[config.mk]
export PLATFORM = sky130hd
export DESIGN_NAME = sg_s2mm_rx
export DESIGN_NICKNAME = d
export VERILOG_FILES = /design/src/rtl/sg_rx_pkg.sv /design/src/rtl/sg_rx_app_latch.sv /design/src/rtl/sg_rx_chan_regs.sv /design/src/rtl/sg_s2mm_rx.sv
export SDC_FILE = /design/constraint.sdc
export NUM_CORES = 1
export LEC_CHECK = 0
export ABC_AREA = 1
export BUFFER_PORTS_ARGS = -buffer_cell sky130_fd_sc_hd__buf_2
export CORE_ASPECT_RATIO = 1.4
export CORE_MARGIN = 1
export CORE_UTILIZATION = 30
export DETAILED_ROUTE_END_ITERATION = 10
export PLACE_DENSITY = 0.44
export SLEW_MARGIN = 30
export SYNTH_ARGS = -nofsm -noshare
export SYNTH_HDL_FRONTEND = slang
export SYNTH_SLANG_ARGS = --single-unit
[constraint.sdc]
create_clock -name clk -period 5 [get_ports clk]
set_input_delay 0.75 -clock clk [delete_from_list [all_inputs] [get_ports clk]]
set_output_delay 0.75 -clock clk [all_outputs]
set_load 0.005 [all_outputs]
[src/rtl/sg_rx_pkg.sv]
package sg_rx_pkg;
   localparam int STS_DONE_BIT = 31;
   localparam int STS_SOF_BIT  = 27;
   localparam int STS_EOF_BIT  = 26;
   localparam int OFS_STS      = 3;
   localparam int OFS_APP      = 4;
   localparam int HDR_WORDS    = 4;

   typedef enum logic [2:0] {
      ST_IDLE, ST_RD, ST_CAP, ST_RECV, ST_WSTS, ST_WAPP, ST_ADV
   } rx_state_e;
endpackage

[src/rtl/sg_rx_app_latch.sv]
module sg_rx_app_latch #(
   parameter int DW        = 32,
   parameter int APP_WORDS = 5
) (
   input  logic                    clk,
   input  logic                    rst_n,
   input  logic                    c_tvalid,
   input  logic [DW-1:0]           c_tdata,
   input  logic                    c_tlast,
   output logic [APP_WORDS*DW-1:0] app_flat,
   output logic                    err_o
);
   localparam int CW = $clog2(APP_WORDS + 2);

   logic [CW-1:0] cnt_q;
   logic [DW-1:0] shadow_q [APP_WORDS];
   logic          good_end;

   if (APP_WORDS < 1) begin : g_bad_words
      $error("APP_WORDS must be at least 1");
   end

   assign good_end = c_tvalid && c_tlast && (cnt_q == CW'(APP_WORDS - 1));

   always_ff @(posedge clk) begin
      if (!rst_n) begin
         cnt_q <= '0;
         err_o <= 1'b0;
      end else begin
         err_o <= c_tvalid && c_tlast && !good_end;
         if (c_tvalid) begin
            if (c_tlast) cnt_q <= '0;
            else if (cnt_q <= CW'(APP_WORDS)) cnt_q <= cnt_q + 1'b1;
         end
      end
   end

   for (genvar i = 0; i < APP_WORDS; i++) begin : g_word
      always_ff @(posedge clk) begin
         if (!rst_n) begin
            shadow_q[i]             <= '0;
            app_flat[i*DW +: DW]    <= '0;
         end else begin
            if (c_tvalid && cnt_q == CW'(i)) shadow_q[i] <= c_tdata;
            if (good_end)
               app_flat[i*DW +: DW] <= (i == APP_WORDS - 1) ? c_tdata : shadow_q[i];
         end
      end
   end


   bad_len_keeps_words_chk: assert property (@(posedge clk) disable iff (!rst_n)
      err_o |-> $stable(app_flat));
endmodule

[src/rtl/sg_rx_chan_regs.sv]
module sg_rx_chan_regs #(
   parameter int AW = 16
) (
   input  logic          clk,
   input  logic          rst_n,
   input  logic          run,
   input  logic          cur_we,
   input  logic [AW-1:0] cur_wdata,
   input  logic          tail_we,
   input  logic [AW-1:0] tail_wdata,
   input  logic          adv_i,
   input  logic [AW-1:0] next_i,
   input  logic          halt_set_i,
   output logic [AW-1:0] cur_ptr,
   output logic          halted,
   output logic          idle,
   output logic          active
);
   logic [AW-1:0] tail_q;
   logic          run_q;

   if (AW < 4) begin : g_bad_aw
      $error("AW too small for descriptor addressing");
   end

   assign active = run && !halted && !idle;

   always_ff @(posedge clk) begin
      if (!rst_n) begin
         cur_ptr <= '0;
         tail_q  <= '0;
         halted  <= 1'b1;
         idle    <= 1'b0;
         run_q   <= 1'b0;
      end else begin
         run_q <= run;
         if (adv_i) begin
            cur_ptr <= next_i;
            if (cur_ptr == tail_q) idle <= 1'b1;
         end
         if (cur_we) cur_ptr <= cur_wdata;
         if (tail_we) begin
            tail_q <= tail_wdata;
            idle   <= 1'b0;
         end
         if (run && !run_q) begin
            halted <= 1'b0;
            idle   <= 1'b0;
         end
         if (halt_set_i || !run) halted <= 1'b1;
      end
   end


   stop_halts_chk: assert property (@(posedge clk) disable iff (!rst_n)
      !run |=> halted);

   idle_after_adv_chk: assert property (@(posedge clk) disable iff (!rst_n)
      $rose(idle) |-> $past(adv_i));
endmodule

[src/rtl/sg_s2mm_rx.sv]
module sg_s2mm_rx
   import sg_rx_pkg::*;
#(
   parameter int AW        = 16,
   parameter int DW        = 32,
   parameter int LEN_W     = 23,
   parameter int APP_WORDS = 5
) (
   input  logic          clk,
   input  logic          rst_n,
   input  logic          run,
   input  logic          cur_we,
   input  logic [AW-1:0] cur_wdata,
   input  logic          tail_we,
   input  logic [AW-1:0] tail_wdata,
   output logic [AW-1:0] cur_ptr,
   output logic          halted,
   output logic          idle,
   input  logic          s_tvalid,
   output logic          s_tready,
   input  logic [DW-1:0] s_tdata,
   input  logic          s_tlast,
   input  logic          c_tvalid,
   output logic          c_tready,
   input  logic [DW-1:0] c_tdata,
   input  logic          c_tlast,
   output logic          mem_rd,
   output logic          mem_wr,
   output logic [AW-1:0] mem_addr,
   output logic [DW-1:0] mem_wdata,
   input  logic [DW-1:0] mem_rdata,
   output logic          pkt_done,
   output logic          ctl_err
);
   localparam int AIW = (APP_WORDS > 1) ? $clog2(APP_WORDS) : 1;

   if (DW < 32) begin : g_bad_dw
      $error("DW must hold a 32-bit status word");
   end
   if (LEN_W > STS_EOF_BIT) begin : g_bad_len
      $error("LEN_W overlaps status flags");
   end

   rx_state_e              state_q;
   logic [1:0]             fidx_q;
   logic [AIW-1:0]         aidx_q;
   logic [AW-1:0]          nxt_q, buf_q;
   logic [LEN_W-1:0]       cap_q, cnt_q;
   logic                   sof_q, eof_q;
   logic                   active, adv, halt_set, beat;
   logic [APP_WORDS*DW-1:0] app_flat;
   logic [DW-1:0]          sts_word;

   sg_rx_chan_regs #(.AW(AW)) u_regs (
      .clk, .rst_n, .run, .cur_we, .cur_wdata, .tail_we, .tail_wdata,
      .adv_i(adv), .next_i(nxt_q), .halt_set_i(halt_set),
      .cur_ptr, .halted, .idle, .active
   );

   sg_rx_app_latch #(.DW(DW), .APP_WORDS(APP_WORDS)) u_app (
      .clk, .rst_n, .c_tvalid, .c_tdata, .c_tlast,
      .app_flat, .err_o(ctl_err)
   );

   assign c_tready = 1'b1;
   assign s_tready = (state_q == ST_RECV) && active && (cap_q != '0);
   assign beat     = s_tvalid && s_tready;
   assign pkt_done = (state_q == ST_WSTS) && eof_q;

   always_comb begin
      sts_word               = '0;
      sts_word[STS_DONE_BIT] = 1'b1;
      sts_word[STS_SOF_BIT]  = sof_q;
      sts_word[STS_EOF_BIT]  = eof_q;
      sts_word[LEN_W-1:0]    = cnt_q;
   end

   always_comb begin
      mem_rd    = 1'b0;
      mem_wr    = 1'b0;
      mem_addr  = '0;
      mem_wdata = '0;
      adv       = 1'b0;
      halt_set  = 1'b0;
      unique case (state_q)
         ST_RD: begin
            mem_rd   = 1'b1;
            mem_addr = cur_ptr + AW'(fidx_q);
         end
         ST_CAP: halt_set = (fidx_q == 2'd3) && mem_rdata[STS_DONE_BIT];
         ST_RECV: begin
            mem_wr    = beat;
            mem_addr  = buf_q + AW'(cnt_q);
            mem_wdata = s_tdata;
         end
         ST_WSTS: begin
            mem_wr    = 1'b1;
            mem_addr  = cur_ptr + AW'(OFS_STS);
            mem_wdata = sts_word;
         end
         ST_WAPP: begin
            mem_wr    = 1'b1;
            mem_addr  = cur_ptr + AW'(OFS_APP) + AW'(aidx_q);
            mem_wdata = app_flat[aidx_q*DW +: DW];
         end
         ST_ADV: adv = 1'b1;
         default: ;
      endcase
   end

   always_ff @(posedge clk) begin
      if (!rst_n) begin
         state_q <= ST_IDLE;
         fidx_q  <= '0;
         aidx_q  <= '0;
         nxt_q   <= '0;
         buf_q   <= '0;
         cap_q   <= '0;
         cnt_q   <= '0;
         sof_q   <= 1'b1;
         eof_q   <= 1'b0;
      end else begin
         unique case (state_q)
            ST_IDLE: if (active) begin
               fidx_q  <= '0;
               state_q <= ST_RD;
            end
            ST_RD: state_q <= ST_CAP;
            ST_CAP: begin
               unique case (fidx_q)
                  2'd0: nxt_q <= mem_rdata[AW-1:0];
                  2'd1: buf_q <= mem_rdata[AW-1:0];
                  2'd2: cap_q <= mem_rdata[LEN_W-1:0];
                  default: ;
               endcase
               if (fidx_q == 2'(HDR_WORDS - 1)) begin
                  cnt_q   <= '0;
                  eof_q   <= 1'b0;
                  state_q <= mem_rdata[STS_DONE_BIT] ? ST_IDLE : ST_RECV;
               end else begin
                  fidx_q  <= fidx_q + 1'b1;
                  state_q <= ST_RD;
               end
            end
            ST_RECV: begin
               if (cap_q == '0) state_q <= ST_WSTS;
               else if (beat) begin
                  cnt_q <= cnt_q + 1'b1;
                  if (s_tlast) begin
                     eof_q   <= 1'b1;
                     state_q <= ST_WSTS;
                  end else if (cnt_q + 1'b1 == cap_q) begin
                     state_q <= ST_WSTS;
                  end
               end
            end
            ST_WSTS: begin
               aidx_q  <= '0;
               state_q <= eof_q ? ST_WAPP : ST_ADV;
            end
            ST_WAPP: begin
               aidx_q <= aidx_q + 1'b1;
               if (aidx_q == AIW'(APP_WORDS - 1)) state_q <= ST_ADV;
            end
            ST_ADV: begin
               sof_q   <= eof_q;
               state_q <= ST_IDLE;
            end
            default: state_q <= ST_IDLE;
         endcase
      end
   end


   ready_gate_chk: assert property (@(posedge clk) disable iff (!rst_n)
      s_tready |-> (run && !halted && !idle));

   fill_bound_chk: assert property (@(posedge clk) disable iff (!rst_n)
      (state_q == ST_RECV && cap_q != '0) |-> (cnt_q < cap_q));

   used_desc_halts_chk: assert property (@(posedge clk) disable iff (!rst_n)
      halt_set |=> (halted && !s_tready));

   done_then_app_chk: assert property (@(posedge clk) disable iff (!rst_n)
      pkt_done |=> (mem_wr && !mem_rd));
endmodule

==> out/summary.txt, run 1 <==
weighted congestion at the end of routability-driven global placement: 0.886
Pins Over Slew Limit: 0
io pins: 209
Critical Setup Path Class: reg -> out
endpoint of the most critical register-to-register path: state_q[0]
overall die width: 217 um
TritonCTS clock tree: yes
register-to-register setup slack: 2.19 ns
synthesized netlist cell count: 2529
post-layout power: 8.47 mW
fraction of power spent switching nets: 29.8%
synthesized area: 19400 sq um
sum of overflow across all layers after global routing: 0
power density of the placed cells: 374 nW/um^2
count of placed standard cells including taps: 3442
Max Clock Freq: 211 MHz
final-report hold violation count: 0
Die Area: 65700 sq um
Critical Path Start Type: register
RR Startpoint: cnt_q[1]
Initial Util: 30.5%
count of cells along the worst register-to-register path: 16
ratio of cells with drive above 1 in the final layout: 12.4%
beginning of the critical path: state_q[2]
cell internal power dissipation: 5.94 mW
CTS Root Buffer Type: sky130_fd_sc_hd__clkbuf_16
register bit count reported by yosys: 415
Antenna Nets Post-Route: 0
commonest cells after routing, fill and taps aside: 575 x sky130_fd_sc_hd__nor2_1, 342 x sky130_fd_sc_hd__o21ai_0, 317 x sky130_fd_sc_hd__nand2_1
post-route DRC violation count: 0
Flop pwr share: 44.5%
Reg clk slew, reported paths: 0.06 ns
number of rows created at floorplan: 109
final setup violating endpoints: 0
timing endpoint of the critical path: mem_addr[8]
Crit. End Element: output pin
commonest non-fill, non-tap cell in the layout: sky130_fd_sc_hd__nor2_1
Period minus WS final: 4.75 ns
Crit path arrival time: 4.00 ns
Total Negative Setup Slacks: 0 ns
mean instance size in the synthesized netlist: 7.67 sq um
count of fill cells added during filler insertion: 6852
net count after synthesis: 2705
Worst Max-Slew Pin Slew: 0.902 ns
diode count: 0
combinational cell fraction of total power: 16.5%
Via-to-Cell Ratio: 5.10
clock buffers created by TritonCTS: 45
relative max-transition margin: 39.1%
Post-synth EDFFs: 128
post-synthesis async set-or-reset flop share: 0%
Hold Worst Slack: 0.396 ns
result of the run: finished clean
vias in the first global route: 17152
pin count of the biggest net entering global routing: 161
post-layout utilization of the core: 35.6%
largest fanout on the critical path: 25
HPWL after detailed placement: 47.4 mm
worst IR drop on VDD: 246 uV
all-layer global routing usage: 21.1%
count of input and output buffers: 199
DR iter-0 viols: 1293
net switching power figure: 2.52 mW
final WL: 70.5 mm
layout overhead on the synthesized area: 16.6%
number of antenna violations at the first check in global routing: 1
Max Clock Skew: 0.0107 ns
Yosys warnings: 0
CTS sink cnt: 415
number of buffers between clock root and the deepest sink: 3
sequential-to-total area share from yosys stat: 49.5%
standby leakage power: 9.48 nW
via total after detailed routing: 17968
post-DR wirelength/cell: 20.0 um
most common flop cell mapped by yosys: sky130_fd_sc_hd__dfxtp_1
core region area: 63600 sq um
Pre-Repair DR Iteration Count: 5
clock network power share: 38.9%
# nets final: 2835
Netlist cell types: 45
Final Instance Count excl. Fillers: 3526
Vert. Die Dim: 303 um
Final period util: 94.9%
Clock Latency Late Sink: 0.58 ns
number of maximum-capacitance constraint violations: 0
Hold WC Path Type: in -> reg
H-tree depth reported by CTS: 2
required time of the critical path: 4.25 ns
global-route wire length before repair: 105 mm
==> metal layers <==
layer	vias to the layer above	share of wire [%]	global-route usage (%)
li1	8727	-	-
met1	8667	42	25.7
met5	-	0.018	0
met2	465	51	37.8
met4	2	3.3	7.16
met3	107	4.3	2.87
==> cell type report <==
cell class / count / area [sq um] / share of cell area [%]
sequential: 415 / 9590 / 42.4
inverter: 174 / 657 / 2.91
multi-input combinational: 1788 / 8590 / 38.0
clock inverter: 16 / 168 / 0.742
clock buffer: 66 / 1260 / 5.59
timing repair buffer: 235 / 1300 / 5.76
tap: 832 / 1040 / 4.60
==> kinds of logic (layout without fill, tap and decap cells) <==
family / count (synthesis) / after routing / synth area share (%)
buffers and inverters: 326 / 491 / 6.39
and+or+nand+nor: 1072 / 1072 / 22.3
xor gates and xnor gates: 27 / 27 / 1.37
AOI/OAI and AO/OA: 649 / 649 / 17.8
other: 1 / 1 / 0.0193
adders and majority gates: 39 / 39 / 2.63
DFF: 415 / 415 / 49.5
==> registers in the layout, indices dropped and copies added, names as in the netlist, 16 cells and up <==
signal and count:
cap_q 23, nxt_q 16, u_regs.tail_q 16, u_app.app_flat 160
buf_q 16, u_regs.cur_ptr 16, cnt_q 23, u_app.shadow_q 128
==> Yosys cell counts (all sizes together), types with 14 or more instances <==
| library cell | instances | area (sq um) |
|---|---|---|
| nand3 | 121 | 611 |
| dfxtp | 287 | 5750 |
| edfxtp | 128 | 3840 |
| a31oi | 14 | 87.6 |
| nand2 | 320 | 1210 |
| o22ai | 32 | 200 |
| nor3 | 14 | 81.3 |
| a21oi | 198 | 991 |
| xor2 | 16 | 140 |
| o211ai | 29 | 218 |
| ha | 36 | 450 |
| inv | 173 | 649 |
| o21ai | 353 | 1770 |
| clkbuf | 139 | 522 |
| nand4 | 19 | 119 |
| nor2 | 586 | 2220 |
==> power by group through the flow <==
stage                     Sequential, mW  Combinational [mW]  Clock, mW
final                               3.77                1.40       3.30
after global routing                3.79                1.54       3.52
after CTS                           3.77                1.41       3.40
after detailed placement            3.84                1.40          0
after global placement              3.84                1.40          0
after floorplan                     3.80               0.842          0
==> critical path, stage by stage, from the launching register on <==
cell	delay (ns)
sky130_fd_sc_hd__dfxtp_1	0.43
sky130_fd_sc_hd__inv_1	0.13
sky130_fd_sc_hd__nor2_2	0.14
sky130_fd_sc_hd__inv_1	0.13
sky130_fd_sc_hd__nor2_4	0.20
sky130_fd_sc_hd__inv_4	0.16
sky130_fd_sc_hd__nand2_1	0.10
sky130_fd_sc_hd__ha_1	0.16
sky130_fd_sc_hd__inv_1	0.06
sky130_fd_sc_hd__fa_1	0.39
sky130_fd_sc_hd__nor2_1	0.18
sky130_fd_sc_hd__nand2_1	0.07
sky130_fd_sc_hd__nor2_1	0.16
sky130_fd_sc_hd__nand2_1	0.11
sky130_fd_sc_hd__nor2_1	0.15
sky130_fd_sc_hd__nand2_1	0.08
sky130_fd_sc_hd__o21ai_0	0.15
sky130_fd_sc_hd__a21oi_1	0.07
sky130_fd_sc_hd__a31oi_2	0.26
sky130_fd_sc_hd__nand2_1	0.13
sky130_fd_sc_hd__buf_2	0.15
==> per-stage QoR <==
step	area (sq um)	setup slack [ns]
finish	22600	0.255
global route	22600	-0.0112
CTS	22600	0.0174
detailed placement	21100	0.418
global placement	21100	0.455
floorplan	19400	1.39
==> how the worst min path moves through the flow <==
stage	startpoint	to	slack, ns	depth (start not counted)
2_1_floorplan	nxt_q[10]	nxt_q[10]	0.43	2
3_3_place_gp	u_app.shadow_q[1][3]	u_app.app_flat[35]	0.45	2
3_5_place_dp	u_app.shadow_q[0][12]	u_app.app_flat[12]	0.46	2
4_1_cts	tail_wdata[10]	u_regs.tail_q[10]	0.36	3
5_1_grt	tail_wdata[11]	u_regs.tail_q[11]	0.38	3
6_report	tail_wdata[10]	u_regs.tail_q[10]	0.40	3
==> repair_timing <==
item                                    4_1_cts  5_1_grt
buffers inserted                              0        2
pin swaps                                     0        1
endpoints found under the setup margin        1        3
gates resized for setup                       2        2
hold buffers                                  0        0
(Power assumes the default switching activity.)
==> inputs of run 2 (changes only) <==
- CELL_PAD_IN_SITES_DETAIL_PLACEMENT: default -> 1
- CELL_PAD_IN_SITES_GLOBAL_PLACEMENT: default -> 2
- PLACE_DENSITY: 0.44 -> 0.69
- SKIP_CTS_REPAIR_TIMING: default -> 1
==> run 2 against run 1 <==
Power increased by 3.8%. First-iteration DRC count fell by 24%. Die area unchanged. Combinational power is essentially flat. Cell count about the same. Routed wire length increased by 5.5%. Setup slack gained 0.13 ns. Critical path type unchanged. Highest routed layer is now met4.
==> out/summary.txt, run 2 (synthesis results as in run 1) <==
result of the run: finished clean (unchanged)
Critical Path Start Type: register (unchanged)
DR iter-0 viols: 984 (was 1293)
Vert. Die Dim: 303 um (unchanged)
largest registers: u_app.app_flat: 160 flops, u_app.shadow_q: 128 flops (unchanged)
Final Instance Count excl. Fillers: 3525 (was 3526)
CTS Root Buffer Type: sky130_fd_sc_hd__clkbuf_16 (unchanged)
worst IR drop on VDD: 230 uV (was 246 uV)
Via-to-Cell Ratio: 5.07 (was 5.10)
master of the slowest instance on the critical path: sky130_fd_sc_hd__fa_1 (was sky130_fd_sc_hd__dfxtp_1)
commonest cells after routing, fill and taps aside: 574 x sky130_fd_sc_hd__nor2_1, 340 x sky130_fd_sc_hd__o21ai_0, 317 x sky130_fd_sc_hd__nand2_1 (was 575 x sky130_fd_sc_hd__nor2_1, 342 x sky130_fd_sc_hd__o21ai_0, 317 x sky130_fd_sc_hd__nand2_1)
Die Area: 65700 sq um (unchanged)
Max Clock Skew: 0.0238 ns (was 0.0107 ns)
Pre-Repair DR Iteration Count: 7 (was 5)
standby leakage power: 9.54 nW (was 9.48 nW)
global-route wire length before repair: 113 mm (was 105 mm)
io pins: 209 (unchanged)
Critical Setup Path Class: reg -> out (unchanged)
Hold WC Path Type: in -> reg (unchanged)
ratio of cells with drive above 1 in the final layout: 12.6% (was 12.4%)
relative max-transition margin: 38.6% (was 39.1%)
Crit path arrival time: 3.87 ns (was 4.00 ns)
worst min-delay path startpoint: run (was tail_wdata[10])
register-to-register setup slack: 2.07 ns (was 2.19 ns)
vias in the first global route: 18627 (was 17152)
required time of the critical path: 4.25 ns (about the same)
Clock Latency Late Sink: 0.60 ns (was 0.58 ns)
largest fanout on the critical path: 25 (unchanged)
Period minus WS final: 4.62 ns (was 4.75 ns)
Initial Util: 30.5% (unchanged)
Hold Worst Slack: 0.391 ns (was 0.396 ns)
worst hold path stage count: 3 (unchanged)
final critical-path setup slack: 0.383 ns (was 0.255 ns)
HPWL after detailed placement: 50.9 mm (was 47.4 mm)
Max Clock Freq: 217 MHz (was 211 MHz)
crit path cell chain: inv_1, nor2_2, inv_1, nor2_2, inv_4, nand2_1, ha_1, inv_1, fa_1, nor2_1, nand2_1, nor2_2, nand2_1, nor2_1, nand2_1, o21ai_0, a21oi_1, a31oi_2, nand2_1, buf_2 (was inv_1, nor2_2, inv_1, nor2_4, inv_4, nand2_1, ha_1, inv_1, fa_1, nor2_1, nand2_1, nor2_1, nand2_1, nor2_1, nand2_1, o21ai_0, a21oi_1, a31oi_2, nand2_1, buf_2)
count of placed standard cells including taps: 3441 (was 3442)
# nets final: 2833 (was 2835)
CTS sink cnt: 415 (unchanged)
count of cells along the worst register-to-register path: 16 (unchanged)
count of input and output buffers: 199 (unchanged)
weighted congestion at the end of routability-driven global placement: 0.821 (was 0.886)
core region area: 63600 sq um (unchanged)
layout overhead on the synthesized area: 17.3% (was 16.6%)
Total Negative Setup Slacks: 0 ns (unchanged)
overall die width: 217 um (unchanged)
post-DR wirelength/cell: 21.1 um (was 20.0 um)
Largest Register: u_app.app_flat (unchanged)
TritonCTS clock tree: yes (unchanged)
Reg clk slew, reported paths: 0.06 ns (about the same)
number of maximum-capacitance constraint violations: 0 (unchanged)
sum of overflow across all layers after global routing: 0 (unchanged)
Crit. End Element: output pin (unchanged)
post-route DRC violation count: 0 (unchanged)
commonest non-fill, non-tap cell in the layout: sky130_fd_sc_hd__nor2_1 (unchanged)
max reg flops: 160 (unchanged)
Worst Max-Slew Pin Slew: 0.912 ns (was 0.902 ns)
unrepaired setup endpoints after global routing: false
power density of the placed cells: 386 nW/um^2 (was 374 nW/um^2)
Post-Place Worst Slack: 0.650 ns (was 0.418 ns)
final-report hold violation count: 0 (unchanged)
Pins Over Slew Limit: 0 (unchanged)
Antenna Nets Post-Route: 0 (unchanged)
all-layer global routing usage: 22.5% (was 21.1%)
number of buffers between clock root and the deepest sink: 3 (unchanged)
number of rows created at floorplan: 109 (unchanged)
Top cell by count, worst path: sky130_fd_sc_hd__nand2_1 (unchanged)
Final period util: 92.3% (was 94.9%)
RR Startpoint: cnt_q[1] (unchanged)
via total after detailed routing: 17871 (was 17968)
count of fill cells added during filler insertion: 7786 (was 6852)
final WL: 74.3 mm (was 70.5 mm)
endpoint of the most critical register-to-register path: state_q[0] (unchanged)
pin count of the biggest net entering global routing: 109 (was 161)
number of antenna violations at the first check in global routing: 0 (was 1)
H-tree depth reported by CTS: 2 (unchanged)
diode count: 0 (unchanged)
worst hold path endpoint: u_regs.run_q (was u_regs.tail_q[10])
final setup violating endpoints: 0 (unchanged)
clock buffers created by TritonCTS: 46 (was 45)
maximum single-stage delay on the critical path: 0.39 ns (was 0.43 ns)
[run 2: worst max-delay path by stage]
stage | start | endpoint | slack (ns) | depth (start not counted)
2_1_floorplan | state_q[2] | mem_addr[12] | 1.39 | 19
3_3_place_gp | state_q[2] | mem_addr[8] | 0.68 | 20
3_5_place_dp | state_q[2] | mem_addr[8] | 0.65 | 20
4_1_cts | state_q[2] | mem_addr[8] | -0.002 | 20
5_1_grt | state_q[2] | mem_addr[8] | 0.02 | 20
6_report | state_q[2] | mem_addr[8] | 0.38 | 20
[run 2: where the power goes]
group | switching [mW] | internal [mW]
combinational | 1.01 | 0.414
sequential | 0.113 | 3.66
clock | 1.49 | 2.11
total | 2.60 | 6.18
[run 2: per-layer routing]
layer  wire, um  share of wire [%]  track usage, %  vias up
li1           -                  -               -     8699
met1      31200                 42            26.7     8736
met2      37600                 51            40.5      296
met3       2370                3.2            2.95      140
met4       3130                4.2            9.94        0
met5          0                  0               0        -
[run 2: per-stage QoR]
step | area, sq um | total power, mW | utilization, %
floorplan | 19400 | 4.64 | -
global placement | 21100 | 5.26 | 33.2
detailed placement | 21100 | 5.28 | 33.2
CTS | 22700 | 8.92 | 35.7
global route | 22700 | 9.20 | 35.8
finish | 22700 | 8.79 | 35.8
[run 2: area by class of cell]
class / instances / area [sq um] / share of cell area [%]
Sequential cell: 415 / 9590 / 42.2
Multi-Input combinational cell: 1788 / 8580 / 37.8
Clock buffer: 68 / 1370 / 6.00
Timing Repair Buffer: 232 / 1270 / 5.57
Tap cell: 832 / 1040 / 4.58
Inverter: 174 / 657 / 2.89
Clock inverter: 16 / 233 / 1.02
[run 2: critical path: cells and delay by family, from the launching register on]
family                   cells  cell delay (ns)
AO/OA/AOI/OAI                3             0.48
buffers and inverters        5             0.56
adder cells (fa/ha/maj)      2             0.55
flip-flops                   1             0.38
AND/OR/NAND/NOR             10             1.28
